### src/rtl/alarm_irq_pkg.sv
package alarm_irq_pkg;
  localparam int NUM_ALARMS  = 5;
  localparam int NUM_EVENTS  = 2;
  localparam int NUM_STATUS  = NUM_ALARMS + NUM_EVENTS;
  localparam int REG_DW      = 16;
  localparam int ADDR_W      = 2;
  localparam int SUMMARY_BIT = 9;

  typedef enum logic [ADDR_W-1:0] {
    REG_STATUS      = 2'd0,
    REG_STAT_EN     = 2'd1,
    REG_MASTER      = 2'd2,
    REG_MASTER_EN   = 2'd3
  } reg_addr_e;

  // set vector: alarms in the low bits, then rx start, then tx start
  function automatic logic [NUM_STATUS-1:0] build_set(
    input logic [NUM_ALARMS-1:0] chg,
    input logic rx_ev,
    input logic tx_ev);
    return {tx_ev, rx_ev, chg};
  endfunction

  // clear-on-read with set priority
  function automatic logic [NUM_STATUS-1:0] latch_next(
    input logic [NUM_STATUS-1:0] cur,
    input logic [NUM_STATUS-1:0] set,
    input logic                  clr);
    return clr ? set : (cur | set);
  endfunction

  function automatic logic any_enabled(
    input logic [NUM_STATUS-1:0] lat,
    input logic [NUM_STATUS-1:0] en);
    return |(lat & en);
  endfunction
endpackage

### src/rtl/alarm_edge_detect.sv
module alarm_edge_detect #(
  parameter int N      = 5,
  parameter int STAGES = 2
) (
  input  logic         clk,
  input  logic         rst_n,
  input  logic [N-1:0] async_in,
  output logic [N-1:0] level,
  output logic [N-1:0] chg
);
  localparam int LAST = STAGES - 1;

  logic [N-1:0] stage_q [STAGES];
  logic [N-1:0] prev_q;

  always_ff @(posedge clk or negedge rst_n) begin
    if (!rst_n) begin
      for (int s = 0; s < STAGES; s++) stage_q[s] <= '0;
      prev_q <= '0;
    end else begin
      stage_q[0] <= async_in;
      for (int s = 1; s < STAGES; s++) stage_q[s] <= stage_q[s-1];
      prev_q <= stage_q[LAST];
    end
  end

  assign level = stage_q[LAST];
  assign chg   = level ^ prev_q;


  chg_clears_after_one_chk: assert property (@(posedge clk) disable iff (!rst_n)
    (chg != '0) |=> (prev_q == $past(level)));
endmodule

### src/rtl/sticky_status_bank.sv
module sticky_status_bank
  import alarm_irq_pkg::*;
#(
  parameter int NB = NUM_STATUS
) (
  input  logic          clk,
  input  logic          rst_n,
  input  logic [NB-1:0] set_vec,
  input  logic          clr,
  output logic [NB-1:0] lat
);
  always_ff @(posedge clk or negedge rst_n) begin
    if (!rst_n) lat <= '0;
    else        lat <= latch_next(lat, set_vec, clr);
  end


  sticky_hold_chk: assert property (@(posedge clk) disable iff (!rst_n)
    !clr |=> ((lat & $past(lat)) == $past(lat)));


  read_clear_chk: assert property (@(posedge clk) disable iff (!rst_n)
    clr |=> (lat == $past(set_vec)));


  set_wins_chk: assert property (@(posedge clk) disable iff (!rst_n)
    (set_vec != '0) |=> ((lat & $past(set_vec)) == $past(set_vec)));
endmodule

### src/rtl/irq_reg_port.sv
module irq_reg_port
  import alarm_irq_pkg::*;
(
  input  logic                  clk,
  input  logic                  rst_n,
  input  logic [NUM_STATUS-1:0] lat,
  input  logic [ADDR_W-1:0]     addr,
  input  logic                  rd,
  input  logic                  wr,
  input  logic [REG_DW-1:0]     wdata,
  output logic [REG_DW-1:0]     rdata,
  output logic                  stat_clr,
  output logic                  summary,
  output logic                  irq_n
);
  logic [NUM_STATUS-1:0] stat_en_q;
  logic                  master_en_q;
  logic                  wr_stat_en;
  logic                  wr_master_en;
  logic                  unused_wdata;

  assign wr_stat_en   = wr && (addr == REG_STAT_EN);
  assign wr_master_en = wr && (addr == REG_MASTER_EN);
  assign stat_clr     = rd && (addr == REG_STATUS);
  assign unused_wdata = ^wdata;

  always_ff @(posedge clk or negedge rst_n) begin
    if (!rst_n) begin
      stat_en_q   <= '0;
      master_en_q <= 1'b0;
    end else begin
      if (wr_stat_en)   stat_en_q   <= wdata[NUM_STATUS-1:0];
      if (wr_master_en) master_en_q <= wdata[SUMMARY_BIT];
    end
  end

  assign summary = any_enabled(lat, stat_en_q);
  assign irq_n   = ~(summary & master_en_q);

  always_comb begin
    rdata = '0;
    case (addr)
      REG_STATUS:    rdata[NUM_STATUS-1:0] = lat;
      REG_STAT_EN:   rdata[NUM_STATUS-1:0] = stat_en_q;
      REG_MASTER:    rdata[SUMMARY_BIT]    = summary;
      REG_MASTER_EN: rdata[SUMMARY_BIT]    = master_en_q;
      default:       rdata = '0;
    endcase
  end


  en_hold_chk: assert property (@(posedge clk) disable iff (!rst_n)
    !wr_stat_en |=> $stable(stat_en_q));


  master_hold_chk: assert property (@(posedge clk) disable iff (!rst_n)
    !wr_master_en |=> $stable(master_en_q));
endmodule

### src/rtl/alarm_irq_status.sv
module alarm_irq_status
  import alarm_irq_pkg::*;
#(
  parameter int SYNC_STAGES = 2
) (
  input  logic                  clk,
  input  logic                  rst_n,
  input  logic [NUM_ALARMS-1:0] alarm_in,
  input  logic                  rx_sof,
  input  logic                  tx_sof,
  input  logic [ADDR_W-1:0]     reg_addr,
  input  logic                  reg_rd,
  input  logic                  reg_wr,
  input  logic [REG_DW-1:0]     reg_wdata,
  output logic [REG_DW-1:0]     reg_rdata,
  output logic                  irq_n
);
  logic [NUM_ALARMS-1:0] alarm_level;
  logic [NUM_ALARMS-1:0] alarm_chg;
  logic [NUM_STATUS-1:0] set_vec;
  logic [NUM_STATUS-1:0] status_lat;
  logic                  stat_clr;
  logic                  summary;

  alarm_edge_detect #(.N(NUM_ALARMS), .STAGES(SYNC_STAGES)) u_sync (
    .clk      (clk),
    .rst_n    (rst_n),
    .async_in (alarm_in),
    .level    (alarm_level),
    .chg      (alarm_chg)
  );

  assign set_vec = build_set(alarm_chg, rx_sof, tx_sof);

  sticky_status_bank #(.NB(NUM_STATUS)) u_bank (
    .clk     (clk),
    .rst_n   (rst_n),
    .set_vec (set_vec),
    .clr     (stat_clr),
    .lat     (status_lat)
  );

  irq_reg_port u_port (
    .clk      (clk),
    .rst_n    (rst_n),
    .lat      (status_lat),
    .addr     (reg_addr),
    .rd       (reg_rd),
    .wr       (reg_wr),
    .wdata    (reg_wdata),
    .rdata    (reg_rdata),
    .stat_clr (stat_clr),
    .summary  (summary),
    .irq_n    (irq_n)
  );


  rx_sof_latch_chk: assert property (@(posedge clk) disable iff (!rst_n)
    rx_sof |=> status_lat[NUM_ALARMS]);


  tx_sof_latch_chk: assert property (@(posedge clk) disable iff (!rst_n)
    tx_sof |=> status_lat[NUM_ALARMS+1]);


  quiet_irq_chk: assert property (@(posedge clk) disable iff (!rst_n)
    (status_lat == '0) |-> irq_n);


  summary_needs_bit_chk: assert property (@(posedge clk) disable iff (!rst_n)
    summary |-> (status_lat != '0));
endmodule

### config.mk
export PLATFORM = sky130hd
export DESIGN_NAME = alarm_irq_status
export DESIGN_NICKNAME = d
export VERILOG_FILES = /design/src/rtl/alarm_irq_pkg.sv /design/src/rtl/alarm_edge_detect.sv /design/src/rtl/sticky_status_bank.sv /design/src/rtl/irq_reg_port.sv /design/src/rtl/alarm_irq_status.sv
export SDC_FILE = /design/constraint.sdc
export NUM_CORES = 1
export LEC_CHECK = 0
export BUFFER_PORTS_ARGS = -buffer_cell sky130_fd_sc_hd__buf_2
export CORE_MARGIN = 2
export CORE_UTILIZATION = 50
export CTS_BUF_LIST = sky130_fd_sc_hd__clkbuf_4 sky130_fd_sc_hd__clkbuf_8
export CTS_CLUSTER_DIAMETER = 100
export CTS_CLUSTER_SIZE = 12
export DETAILED_ROUTE_END_ITERATION = 10
export HOLD_SLACK_MARGIN = 0.05
export PLACE_DENSITY = 0.81
export SLEW_MARGIN = 20
export SYNTH_ARGS = -nofsm -noshare
export SYNTH_HDL_FRONTEND = slang
export SYNTH_SLANG_ARGS = --single-unit
### constraint.sdc
create_clock -name clk -period 1.3 [get_ports clk]
set_input_delay 0.13 -clock clk [delete_from_list [all_inputs] [get_ports clk]]
set_output_delay 0.13 -clock clk [all_outputs]
set_load 0.02 [all_outputs]
==> impl_results.md <==
- Seq/Total Area, Yosys: 0.621
- Placed insts: 149
- ANT nets after route: 0
- Crit-path cells: a222oi_1, nand3_1, o211a_1, buf_2
- Fraction of layout cells with a size suffix above 1: 0.366
- Setup violations, final: 3
- Core Rows: 17
- WL final: 2080 um
- CP Class: reg -> out
- # nets final: 175
- Final Core Density: 0.716
- Dpl ws: -103 ps
- Hold endpoint: u_port.stat_en_q[0]
- Syn. warnings: 0
- Levels on crit path: 4
- Vias in the first global route: 812
- Die Wd: 53.2 um
- Arrival time worst endpoint: 1710 ps
- Share of power burned in registers: 0.543
- GR Util All Layers: 0.172
- Final worst path period share: 1.41
- Drc violations: 0
- N_diodes: 0
- Worst EP required: 1170 ps
- Clock-pin slew on the worst setup and hold paths: 80 ps
- Final Hold Fails: 0
- RSZ-0062 raised after global routing: yes
- Synth cell types: 18
- Via count: ~810
- Worst-margin pin slew: between 600 and 700 ps
- Syn Inst Count: just over 90
- Antenna violations before repair: 0
- Area delta synth->final: 33.5%
- Final non-filler cell total: 173
- Largest net degree at the start of global routing: 31
- Hold path cells: 2
- Sw power: 509 uW
- First drt pass iteration count: 4
- Die area: ~2800 um^2
- Core area: roughly 2300 um^2
- Total CTS buffers: 5
- WL met3: 143 um
- PnR worst setup slack: -536 ps
- Fill count: around 160
- Sum of buffers and inverters on the critical path: 1
- Critical Path End Type: output pin
- First-pass GRT wire length: 3250 um
- Routed length on met2: 1030 um
- Worst-path maximum fanout: 2
- Multi-input logic area: approximately 400 um^2
- Critical Path Max Stage Delay: 410 ps
- Reg2Reg Depth: 3
- Vias per std cell: approximately 4.7
- Max Cap Viol: 0
- Final Slew Violations: 0
- IO Pins: 46
- WL/cell: roughly 12 um
- CTS tree: done
- Htree depth: 2
- Internal power: 1470 uW
- Storage cell area: 751 um^2
- #FFs+latches synth: 30
- Port bufs: 29
- Clock Skew: 4.49 ps
- Combinational Power Share: 0.201
- Switching share of power: 0.257
- Clk buf depth: 2
- R2R setup slack: 310 ps
- Chip Height: around 53 um
- Critical path's slowest cell: a222oi_1
- Status: complete, but fails checks
- Cell Pwr Density: 1230 nW/um^2
- Clock share of power: 0.257
- Clk sinks: 30
- Slew HR: 0.580
- Initial Util: 0.536
- Hold Path Origin: reg_wdata[0]
- Worst hold-check path type: in -> reg
- CP Launch Type: register
- Max frequency: 545 MHz
- Routability Congestion: around 0.71
- Iter 0 DRT Violations: 8
- Wl on met1: 874 um
- Clk_lat worst skew: 310 ps
- Syn Std Cell Area: around 1200 um^2
- FF-to-FF Start: u_port.stat_en_q[2]
- HPWL after DPL: 1320 um
- Avg Cell Area, Syn: ~13 um^2
- Crit Reg-Reg Endpoint: u_port.stat_en_q[2]
- Top Family by Delay on Critical Path: compound AO/OA/AOI/OAI gates
- Failing checks: negative setup slack
- Highest metal used: met4
- Final hold slack: 64.0 ps
- GR Overflow Total: 0
- Fin crit period: approximately 1800 ps
- Worst ir drop on vdd: 0.847 mV
- Root Buffer Master: clkbuf_4
- Leak: roughly 0.00080 uW
cell usage in the layout, fill, tap and decap left out, drive strengths merged, types with 2 or more instances in the layout:
cell / n
nand2: 11
buf: 37
dlygate4sd3: 15
conb: 8
nand3: 2
mux2i: 7
nor2: 7
a21o: 2
xnor2: 5
mux2: 8
clkbuf: 6
a22oi: 2
dfrtp: 30
kinds of logic after synthesis:
| group | Yosys count | share of synthesized area |
|---|---|---|
| DFF | 30 | 0.621 |
| other | 1 | 0.00310 |
| muxes | 15 | 0.133 |
| AOI/OAI and AO/OA | 6 | 0.0414 |
| xor gates and xnor gates | 5 | 0.0362 |
| and+or+nand+nor | 23 | 0.0932 |
| buffers and inverters | 11 | 0.0725 |
worst register-to-register path: cells and delay by family (launching register included):
| kind | cells | cell delay [ps] |
|---|---|---|
| buffers and inverters | 2 | 240 |
| DFF | 1 | 390 |
| muxes | 1 | 250 |
state kept, by name, indices dropped and copies added, names as in the netlist:
register and flops:
u_bank.lat 7, u_port.stat_en_q 7, u_sync.level 5, u_sync.prev_q 5
u_sync.stage_q 5, u_port.master_en_q 1
metrics by stage:
stage,total power [uW],cell area [um^2],setup TNS (ps)
floorplan,1310,1230,0
global route,2100,1610,-1430
CTS,1990,1600,-1010
finish,1980,1610,-1130
detailed placement,1420,1370,-103
global placement,1400,1370,-48.8
what timing repair did:
item                                    4_1_cts  5_1_grt
hold buffers                                 15        0
gates resized for setup                       6        2
setup buffers                                 2        1
endpoints found under the setup margin        5        5
pin swaps                                     1        2
endpoints found under the hold margin        44        0
cell type report:
| type | instances | share of cell area |
|---|---|---|
| flip-flops and latches | 30 | 0.465 |
| repair buffers | 52 | 0.234 |
| multi-input cells | 57 | 0.247 |
| well taps | 28 | 0.0217 |
| clock buffers | 6 | 0.0318 |
metal layers:
layer | vias up | track usage
li1 | 395 | -
met1 | 370 | 0.168
met2 | 40 | 0.321
met3 | 4 | 0.0424
met4 | 0 | 0.103
met5 | - | 0
Yosys cell counts:
cell type,n,area (um^2)
mux2i_1,7,70.1
nand2b_1,1,6.26
a222oi_1,1,10.0
nor2_1,7,26.3
a22oi_1,2,15.0
buf_4,8,60.1
o211a_1,1,10.0
or3b_1,1,8.76
buf_2,1,5.00
dfrtp_1,30,751
a21o_1,2,15.0
mux2_2,8,90.1
buf_6,2,22.5
nand3_1,2,10.0
conb_1,1,3.75
xnor2_1,5,43.8
nand3b_4,1,20.0
nand2_1,11,41.3
worst max-delay path by stage:
| stage | start | endpoint | slack [ps] |
|---|---|---|---|
| finish | u_port.stat_en_q[2] | reg_rdata[9] | -540 |
| global route | u_port.stat_en_q[2] | reg_rdata[9] | -600 |
| CTS | u_port.stat_en_q[2] | reg_rdata[9] | -460 |
| detailed placement | u_port.stat_en_q[2] | reg_rdata[9] | -100 |
| global placement | u_port.stat_en_q[5] | reg_rdata[9] | -50 |
| floorplan | u_port.stat_en_q[2] | reg_rdata[9] | 90 |
power groups by stage:
stage,logic (uW),clock network [uW],registers [uW]
after floorplan,234,0,1080
after global placement,319,0,1080
after detailed placement,327,0,1090
after CTS,391,529,1070
after global routing,434,580,1080
final,398,509,1070
(Power assumes the default switching activity.)
